--- src/rtl/shx_pkg.sv ---
package shx_pkg;

    localparam int DATA_W  = 32;
    localparam int HALF_W  = DATA_W / 2;
    localparam int FIELD_W = 4;
    localparam int AMT_W   = FIELD_W + 1;
    localparam int OPSEL_W = 3;

    typedef enum logic [OPSEL_W-1:0] {
        OP_SHL  = 3'd0,
        OP_SRA  = 3'd1,
        OP_SRL  = 3'd2,
        OP_EXT  = 3'd3,
        OP_MULU = 3'd4,
        OP_MULS = 3'd5,
        OP_RSV6 = 3'd6,
        OP_RSV7 = 3'd7
    } op_e;

    // Decoded immediate bundle carried from the edge into the datapath.
    typedef struct packed {
        logic [AMT_W-1:0]   amt5;   // {ext, lo}
        logic [FIELD_W-1:0] amt4;   // lo only
        logic [FIELD_W-1:0] wsel;   // width minus one
    } imm_t;

    function automatic imm_t decode_imm(input logic [FIELD_W-1:0] lo,
                                        input logic               ext,
                                        input logic [FIELD_W-1:0] w);
        imm_t d;
        d.amt5 = {ext, lo};
        d.amt4 = lo;
        d.wsel = w;
        return d;
    endfunction

    // Mask with the low (w + 1) bits set.
    function automatic logic [DATA_W-1:0] field_mask(input logic [FIELD_W-1:0] w);
        logic [DATA_W-1:0] m;
        m = '0;
        for (int i = 0; i < (1 << FIELD_W); i++) begin
            m[i] = (i <= int'(w));
        end
        return m;
    endfunction

    function automatic logic is_legal(input op_e op);
        return (op != OP_RSV6) && (op != OP_RSV7);
    endfunction

endpackage

--- src/rtl/shx_shift_unit.sv ---
module shx_shift_unit
    import shx_pkg::*;
#(
    parameter int DW = shx_pkg::DATA_W
) (
    input  op_e           op,
    input  logic [DW-1:0] a,
    input  imm_t          imm,
    output logic [DW-1:0] res
);
    localparam int LAMT_W = AMT_W + 1;

    logic [LAMT_W-1:0] left_amt;
    logic [DW-1:0]     shl_v;
    logic [DW-1:0]     sra_v;
    logic [DW-1:0]     srl_v;
    logic [DW-1:0]     ext_v;

    // Encoded code k means a shift of 32 - k; k = 0 gives 32 and must clear.
    assign left_amt = LAMT_W'(1 << AMT_W) - LAMT_W'(imm.amt5);
    assign shl_v    = left_amt[AMT_W] ? '0 : (a << left_amt[AMT_W-1:0]);
    assign sra_v    = DW'($signed(a) >>> imm.amt5);
    assign srl_v    = a >> imm.amt4;
    assign ext_v    = (a >> imm.amt5) & field_mask(imm.wsel);

    always_comb begin
        unique case (op)
            OP_SHL:  res = shl_v;
            OP_SRA:  res = sra_v;
            OP_SRL:  res = srl_v;
            OP_EXT:  res = ext_v;
            default: res = '0;
        endcase
    end
endmodule

--- src/rtl/shx_mul16.sv ---
module shx_mul16
    import shx_pkg::*;
#(
    parameter int DW = shx_pkg::DATA_W,
    parameter int HW = shx_pkg::HALF_W
) (
    input  logic          signed_mode,
    input  logic [DW-1:0] a,
    input  logic [DW-1:0] b,
    output logic [DW-1:0] prod
);
    logic [DW-1:0] xa;
    logic [DW-1:0] xb;

    // Extend to full width first; the low DW bits of the product are then
    // the same for signed and unsigned, so a single multiplier serves both.
    assign xa   = {{(DW-HW){signed_mode & a[HW-1]}}, a[HW-1:0]};
    assign xb   = {{(DW-HW){signed_mode & b[HW-1]}}, b[HW-1:0]};
    assign prod = xa * xb;
endmodule

--- src/rtl/shx_alu.sv ---
module shx_alu
    import shx_pkg::*;
(
    input  logic                clk,
    input  logic                rst,
    input  logic [OPSEL_W-1:0]  op_i,
    input  logic [DATA_W-1:0]   opa_i,
    input  logic [DATA_W-1:0]   opb_i,
    input  logic [FIELD_W-1:0]  amt_lo_i,
    input  logic                amt_ext_i,
    input  logic [FIELD_W-1:0]  width_i,
    output logic [DATA_W-1:0]   result_o,
    output logic                illegal_o
);
    op_e               op;
    imm_t              imm;
    logic [DATA_W-1:0] shift_res;
    logic [DATA_W-1:0] mul_res;
    logic [DATA_W-1:0] next_res;
    logic              legal;

    assign op    = op_e'(op_i);
    assign imm   = decode_imm(amt_lo_i, amt_ext_i, width_i);
    assign legal = is_legal(op);

    shx_shift_unit #(.DW(DATA_W)) u_shift (
        .op  (op),
        .a   (opa_i),
        .imm (imm),
        .res (shift_res)
    );

    shx_mul16 #(.DW(DATA_W), .HW(HALF_W)) u_mul (
        .signed_mode (op == OP_MULS),
        .a           (opa_i),
        .b           (opb_i),
        .prod        (mul_res)
    );

    always_comb begin
        unique case (op)
            OP_MULU, OP_MULS:               next_res = mul_res;
            OP_SHL, OP_SRA, OP_SRL, OP_EXT: next_res = shift_res;
            default:                        next_res = '0;
        endcase
    end

    always_ff @(posedge clk) begin
        if (rst) begin
            result_o  <= '0;
            illegal_o <= 1'b0;
        end else begin
            result_o  <= next_res;
            illegal_o <= ~legal;
        end
    end

    AST_ILLEGAL_CLEARS: assert property (@(posedge clk) disable iff (rst)
        illegal_o |-> (result_o == '0));

    AST_RESERVED_FLAGS: assert property (@(posedge clk) disable iff (rst)
        (op_i[2:1] == 2'b11) |=> illegal_o);

    AST_SHL_FULL_CLEAR: assert property (@(posedge clk) disable iff (rst)
        (op == OP_SHL && {amt_ext_i, amt_lo_i} == '0) |=> (result_o == '0));

    AST_EXT_ONE_BIT: assert property (@(posedge clk) disable iff (rst)
        (op == OP_EXT && width_i == '0) |=> (result_o[DATA_W-1:1] == '0));

    AST_MUL_ZERO_HALF: assert property (@(posedge clk) disable iff (rst)
        ((op == OP_MULU || op == OP_MULS) && opa_i[HALF_W-1:0] == '0)
            |=> (result_o == '0));

    AST_RESET_CLEARS: assert property (@(posedge clk)
        rst |=> (result_o == '0 && !illegal_o));
endmodule

--- config.mk ---
export PLATFORM = sky130hd
export DESIGN_NAME = shx_alu
export DESIGN_NICKNAME = d
export VERILOG_FILES = /design/src/rtl/shx_pkg.sv /design/src/rtl/shx_shift_unit.sv /design/src/rtl/shx_mul16.sv /design/src/rtl/shx_alu.sv
export SDC_FILE = /design/constraint.sdc
export NUM_CORES = 1
export LEC_CHECK = 0
export ABC_AREA = 1
export BUFFER_PORTS_ARGS = -buffer_cell sky130_fd_sc_hd__buf_2
export CORE_MARGIN = 2
export CORE_UTILIZATION = 55
export CTS_CLUSTER_DIAMETER = 40
export CTS_CLUSTER_SIZE = 14
export DETAILED_ROUTE_END_ITERATION = 10
export PLACE_DENSITY = 0.74
export SYNTH_ARGS = -nofsm -noshare
export SYNTH_HDL_FRONTEND = slang
export SYNTH_SLANG_ARGS = --single-unit
--- constraint.sdc ---
create_clock -name clk -period 11.3 [get_ports clk]
set_input_delay 2.26 -clock clk [delete_from_list [all_inputs] [get_ports clk]]
set_output_delay 2.26 -clock clk [all_outputs]
set_load 0.02 [all_outputs]
; ---- Yosys cells after proc, flatten, opt, wreduce, memory -nomap -nowiden
; Index checks and enable logic that the tools add are counted.
[classes]
n_shift = 4
n_reduce_logical = 4
order_cmp = 15
n_addsub = 1
eq_ne = 7
n_bitwise = 4
mux = 3
multipliers = 1
[ops]
columns = operator, count
row1 = one-hot mux 32 bit (4 select lines), 1
row2 = one-hot mux 32 bit (2 select lines), 1
row3 = bitwise AND 32 x 16 -> 32 bit, 1
row4 = "<= comparator 4 bit, first input constant", 8
row5 = multiplier 17 x 17 -> 32 bit, 1
row6 = 2-to-1 mux 32 bit, 1
row7 = << shifter 32 x 5 -> 32 bit, 1
row8 = right shift 32 x 4 -> 32 bit, 1
row9 = right shift 32 x 5 -> 32 bit, 1
row10 = >>> shifter 32 x 5 -> 32 bit, 1
row11 = "<= comparator 3 x 4 -> 1 bit, first input constant", 4
row12 = "<= comparator 2 x 4 -> 1 bit, first input constant", 2
row13 = "equality test 3 x 2 -> 1 bit, second input constant", 2
row14 = "equality test 3 bit, second input constant", 2
row15 = "inequality test 3 bit, second input constant", 2
row16 = "subtractor 6 x 5 -> 6 bit, first input constant", 1
row17 = "<= comparator 1 x 4 -> 1 bit, first input constant", 1
row18 = OR reduction 4 bit, 1
row19 = "equality test 3 x 1 -> 1 bit, second input constant", 1
row20 = zero test 3 bit, 1
row21 = bitwise AND 1 bit, 2
row22 = OR reduction 2 bit, 1
row23 = logical AND 1 bit, 1
row24 = NOT 1 bit, 1
[totals]
output_inout_bits = 33
in_bits = 78
register_bits = 33

; ---- Logic depth before layout (Yosys ltp)
[depth]
word_depth = 5
mapped_depth = 28
depth_no_buf = 27

; ---- By module
; Synthesis repeated with hierarchy kept, for this count alone.
[hier_totals]
hier_cells = 2842
area_unflattened_um2 = 18026.0
[by_module_without_submodules]
columns = module, n_inst, area_per_inst_um2, cells_per_inst
row1 = shx_mul16, 1, 11395.9, 1527
row2 = shx_shift_unit, 1, 5238.8, 1167
row3 = shx_alu, 1, 1391.3, 148

; ---- Least setup slack after synthesis
; No wires, ideal clock.
[synth_path]
kind = in2reg
startpoint = in op_i[0]
endpoint = reg result_o[28]
required_ns = 11.168
path_stages = 20
setup_slack_ns = 3.543
setup_time_ns = 0.132
path_buffers = 2
arrival_time_ns = 7.625
path_cell_list = buf_2 -> nand3_2 -> clkbuf_1 -> nor2_1 -> fa_1 -> inv_1 -> fa_1 -> inv_1 -> fa_1 -> fa_1 -> fa_1 -> fa_1 -> ha_1 -> nand2_1 -> nor4_1 -> nand3_1 -> nand3_1 -> nand2_1 -> nand3_1 -> a21oi_1
[synth_between]
elab_chain_len = 4
elab_cells_between_ends = 13
classes_between = mul: 1 / eq/ne: 5 / mux: 2 / bitwise: 2 / reduce/logical: 3
[synth_lines]
columns = element, line_no
row1 = from (decl), shx_alu.sv:6  ; input logic [OPSEL_W-1:0] op_i,
row2 = equality test 3 bit, "shx_alu.sv:34, shx_alu.sv:41"
row3 = "bitwise AND 1 bit, on equally long branches", "shx_mul16.sv:17, shx_mul16.sv:18"
row4 = multiplier 17 x 17 -> 32 bit, shx_mul16.sv:19  ; assign prod = xa * xb;
row5 = one-hot mux 32 bit (2 select lines) (*), shx_alu.sv:41  ; unique case (op)
row6 = to (signal assigned), shx_alu.sv:53  ; result_o <= next_res;
row7 = to (decl), shx_alu.sv:12  ; output logic [DATA_W-1:0] result_o,
; Every way passes the cells marked *; elsewhere a longest branch is shown, timed or not.
; A chain may end at the register's enable or synchronous reset.

; ---- Final worst setup path
[layout_path]
startpoint = in op_i[0]
endpoint = reg result_o[20]
; Same word-level chain as after synthesis.

==> flow_metrics.py <==
metrics = {
    "grt": {
        "grt_pass1_vias": 16094,
        "gr-total-overflow": 0,
        "track_usage_pct": 34.49,
        "grt_max_degree": 50,
        "grt_pass1_wl_mm": 84.50,
        "antenna_found_initial": 0,
    },
    "finish": {
        "fin_area_sq_um": 17020,
        "area_delta_synth_final_pct": 3.007,
        "antenna_cells": 0,
        "nets": 2945,
        "drive_above_1_share_pct": 6.035,
    },
    "sta": {
        "whs_ps": 2372,
        "slew_headroom_pct": 41.54,
        "rsz0062_at_grt": "false",
        "tns_ps": 0,
        "fmax_mhz": 109.4,
        "drv_slew": 0,
        "finalCritPeriodShare_pct": 80.88,
        "setup_ws_ps": 2160,
        "tightest_slew_ps": 875.7,
        "finalSetupViolCount": 0,
        "fin_crit_ps": 9140,
        "hold_violations": 0,
    },
    "synth": {
        "synth_fa_ha_area_share_pct": 40.46,
        "ys_types": 47,
        "synth-compound-area-share_pct": 7.953,
        "synth_top_family_by_area": "adder cells",
        "syn-cell-area_sq_um": 16520,
        "syn-num-nets": 2974,
        "ys_ff_latch": 33,
        "synth_top_area_cell": "fa_1",
        "syn_area_per_cell_sq_um": 6.526,
        "synth_edf_count": 0,
        "synthMuxAreaShare_pct": 0.3030,
        "ys.flop_type": "dfxtp_1",
        "yosysWarnings": 0,
        "syn_inst": 2531,
        "synth_xor_area_share_pct": 0.3030,
        "synth.area.top_cells": "fa_1 (34%), nand2_1 (18%), inv_1 (12%)",
        "synth.top_cell.area_share_pct": 34.18,
        "yosysMostFrequentCell": "nand2_1",
        "synth-simple-area-share_pct": 30.50,
        "ys_seq_area_share_pct": 3.999,
        "async_reset_ff_share_pct": 0,
        "synthTopCellsByCount": "nand2_1 (778), inv_1 (541), fa_1 (282)",
    },
    "hold_path": {
        "min_from": "op_i[1]",
        "hold_class": "in2reg",
        "holdPathStages": 3,
        "hold_path_end": "illegal_o",
    },
    "routing": {
        "ant_nets": 0,
        "drc_errors": 0,
        "postRouteWirelength_mm": 52.05,
        "num_vias": 15971,
        "drt-initial-drc-count": 1434,
        "post_drt_wl_per_cell_um": 18.00,
        "viasPerCell": 5.522,
        "first_pass_iters": 5,
    },
    "cts": {
        "cts_sinks": 33,
        "ctsResizeCount": 0,
        "clk_path_buf_depth": 2,
        "cts_buffers": 5,
        "clk_pin_slew_ps": 50,
        "cts-htree-levels": 2,
        "cts_tree": "built",
        "clockRootBuffer": "clkbuf_16",
        "holdBufCountCts": 0,
        "cts_setup_buffers": 0,
    },
    "die": {
        "ios": 111,
        "rows": 63,
        "core_sq_um": 29640,
        "initial_core_util_pct": 55.73,
        "dieArea_sq_um": 31440,
        "die_y_um": 177.3,
        "fp.dieW_um": 177.3,
    },
    "critical_path": {
        "arrival_ps": 9300,
        "start_kind": "primary input",
        "cp-end-kind": "flip-flop",
        "crit_required_ps": 11460,
        "crit_fanout": 16,
        "worst-setup-path-type": "in2reg",
    },
    "placed_design": {
        "post-dp-hpwl_mm": 43.46,
        "place_ws_ps": 1987,
        "dpl_cell_area_sq_um": 16870,
        "gp_congestion": 1.003,
        "numPortBuffers": 94,
    },
    "power": {
        "p_per_area_nw_per_um2": 260.4,
        "peakVddDrop_mv": 0.2137,
        "p_leak_nw": 9.927,
    },
    "outcome": {
        "status": "completed",
    },
    "flow_run": {
        "drv_cap": 0,
    },
}
## final cells by class
cell class / instances / area, sq um
Clock buffer: 7 / 142.6
Fill cell: 2949 / 12620
Sequential cell: 33 / 660.6
Multi-Input combinational cell: 1808 / 13140
Inverter: 557 / 2096
Timing Repair Buffer: 97 / 493.0
Tap cell: 390 / 488.0
## worst max path at each step
stage / slack [ps] / depth (start not counted) / from / to
2_1_floorplan: 3540 / 20 / op_i[0] / result_o[28]
3_3_place_gp: 2010 / 22 / op_i[0] / result_o[20]
3_5_place_dp: 1990 / 22 / op_i[0] / result_o[20]
4_1_cts: 2260 / 22 / op_i[0] / result_o[20]
5_1_grt: 1770 / 21 / op_i[0] / result_o[18]
6_report: 2160 / 22 / op_i[0] / result_o[20]
## routing by layer
| metal | global-route usage, % | vias to the layer above | routed length, um | part of all wire (%) |
|---|---|---|---|---|
| met5 | 0 | - | 0 | 0 |
| met4 | 12.30 | 0 | 2133 | 4.1 |
| met3 | 3.106 | 112 | 3180 | 6.1 |
| met2 | 59.47 | 583 | 25220 | 48 |
| met1 | 45.42 | 7739 | 21520 | 41 |
| li1 | - | 7537 | - | - |
## through the flow
| step | cells | power, W | utilization (%) |
|---|---|---|---|
| 2_1_floorplan | 2531 | 0.003162 | - |
| 3_3_place_gp | 2885 | 0.004233 | 56.93 |
| 3_5_place_dp | 2885 | 0.004273 | 56.93 |
| 4_1_cts | 2892 | 0.004435 | 57.41 |
| 5_1_grt | 2892 | 0.005060 | 57.41 |
| 6_report | 2892 | 0.004430 | 57.41 |
## cell usage in the layout, fill, tap and decap left out, drive strengths merged, types with 2 or more instances in the layout
| cell type | instances |
|---|---|
| nand2 | 783 |
| inv | 555 |
| fa | 282 |
| nand3 | 255 |
| nor2 | 117 |
| a21oi | 103 |
| buf | 97 |
| o21ai | 86 |
| ha | 83 |
| dfxtp | 33 |
| o211ai | 25 |
| nand4 | 17 |
| nand3b | 11 |
| nor3 | 9 |
| clkbuf | 7 |
| o21bai | 6 |
| o21a | 6 |
| or2 | 6 |
| mux2i | 5 |
| nor4 | 3 |
| xor2 | 3 |
| clkinv | 2 |
| a21o | 2 |
| o31ai | 2 |
## registers in the layout, indices dropped and copies added, names as in the netlist
signal and cells:
result_o 32, illegal_o 1
## critical path: stages
cell     delay (ps)
buf_2           300
nand3_2         500
nor2_1          780
inv_1           430
or2_2           410
fa_1            450
fa_1            520
fa_1            440
fa_1            500
inv_1            60
fa_1            510
fa_1            420
ha_1            370
nand2_1         120
nor4_1          420
nand2_1          90
nand2_1         120
a21oi_1          70
o21ai_0         210
nand3_1         160
nand2_1          90
inv_1            60
## power breakdown
| group | internal [W] | total, W | switching, W |
|---|---|---|---|
| registers | 0.000149 | 0.000158 | 0.00000922 |
| logic | 0.00141 | 0.00414 | 0.00273 |
| clock network | 0.0000862 | 0.000129 | 0.0000430 |
## cell families after synthesis
kind of cell               count (synthesis)
and+or+nand+nor                         1203
xor gates and xnor gates                   4
DFF                                       33
AOI/OAI and AO/OA                        231
muxes                                      5
adders and majority gates                365
buffers and inverters                    690
Note: power is estimated with default switching activity, not from simulation.
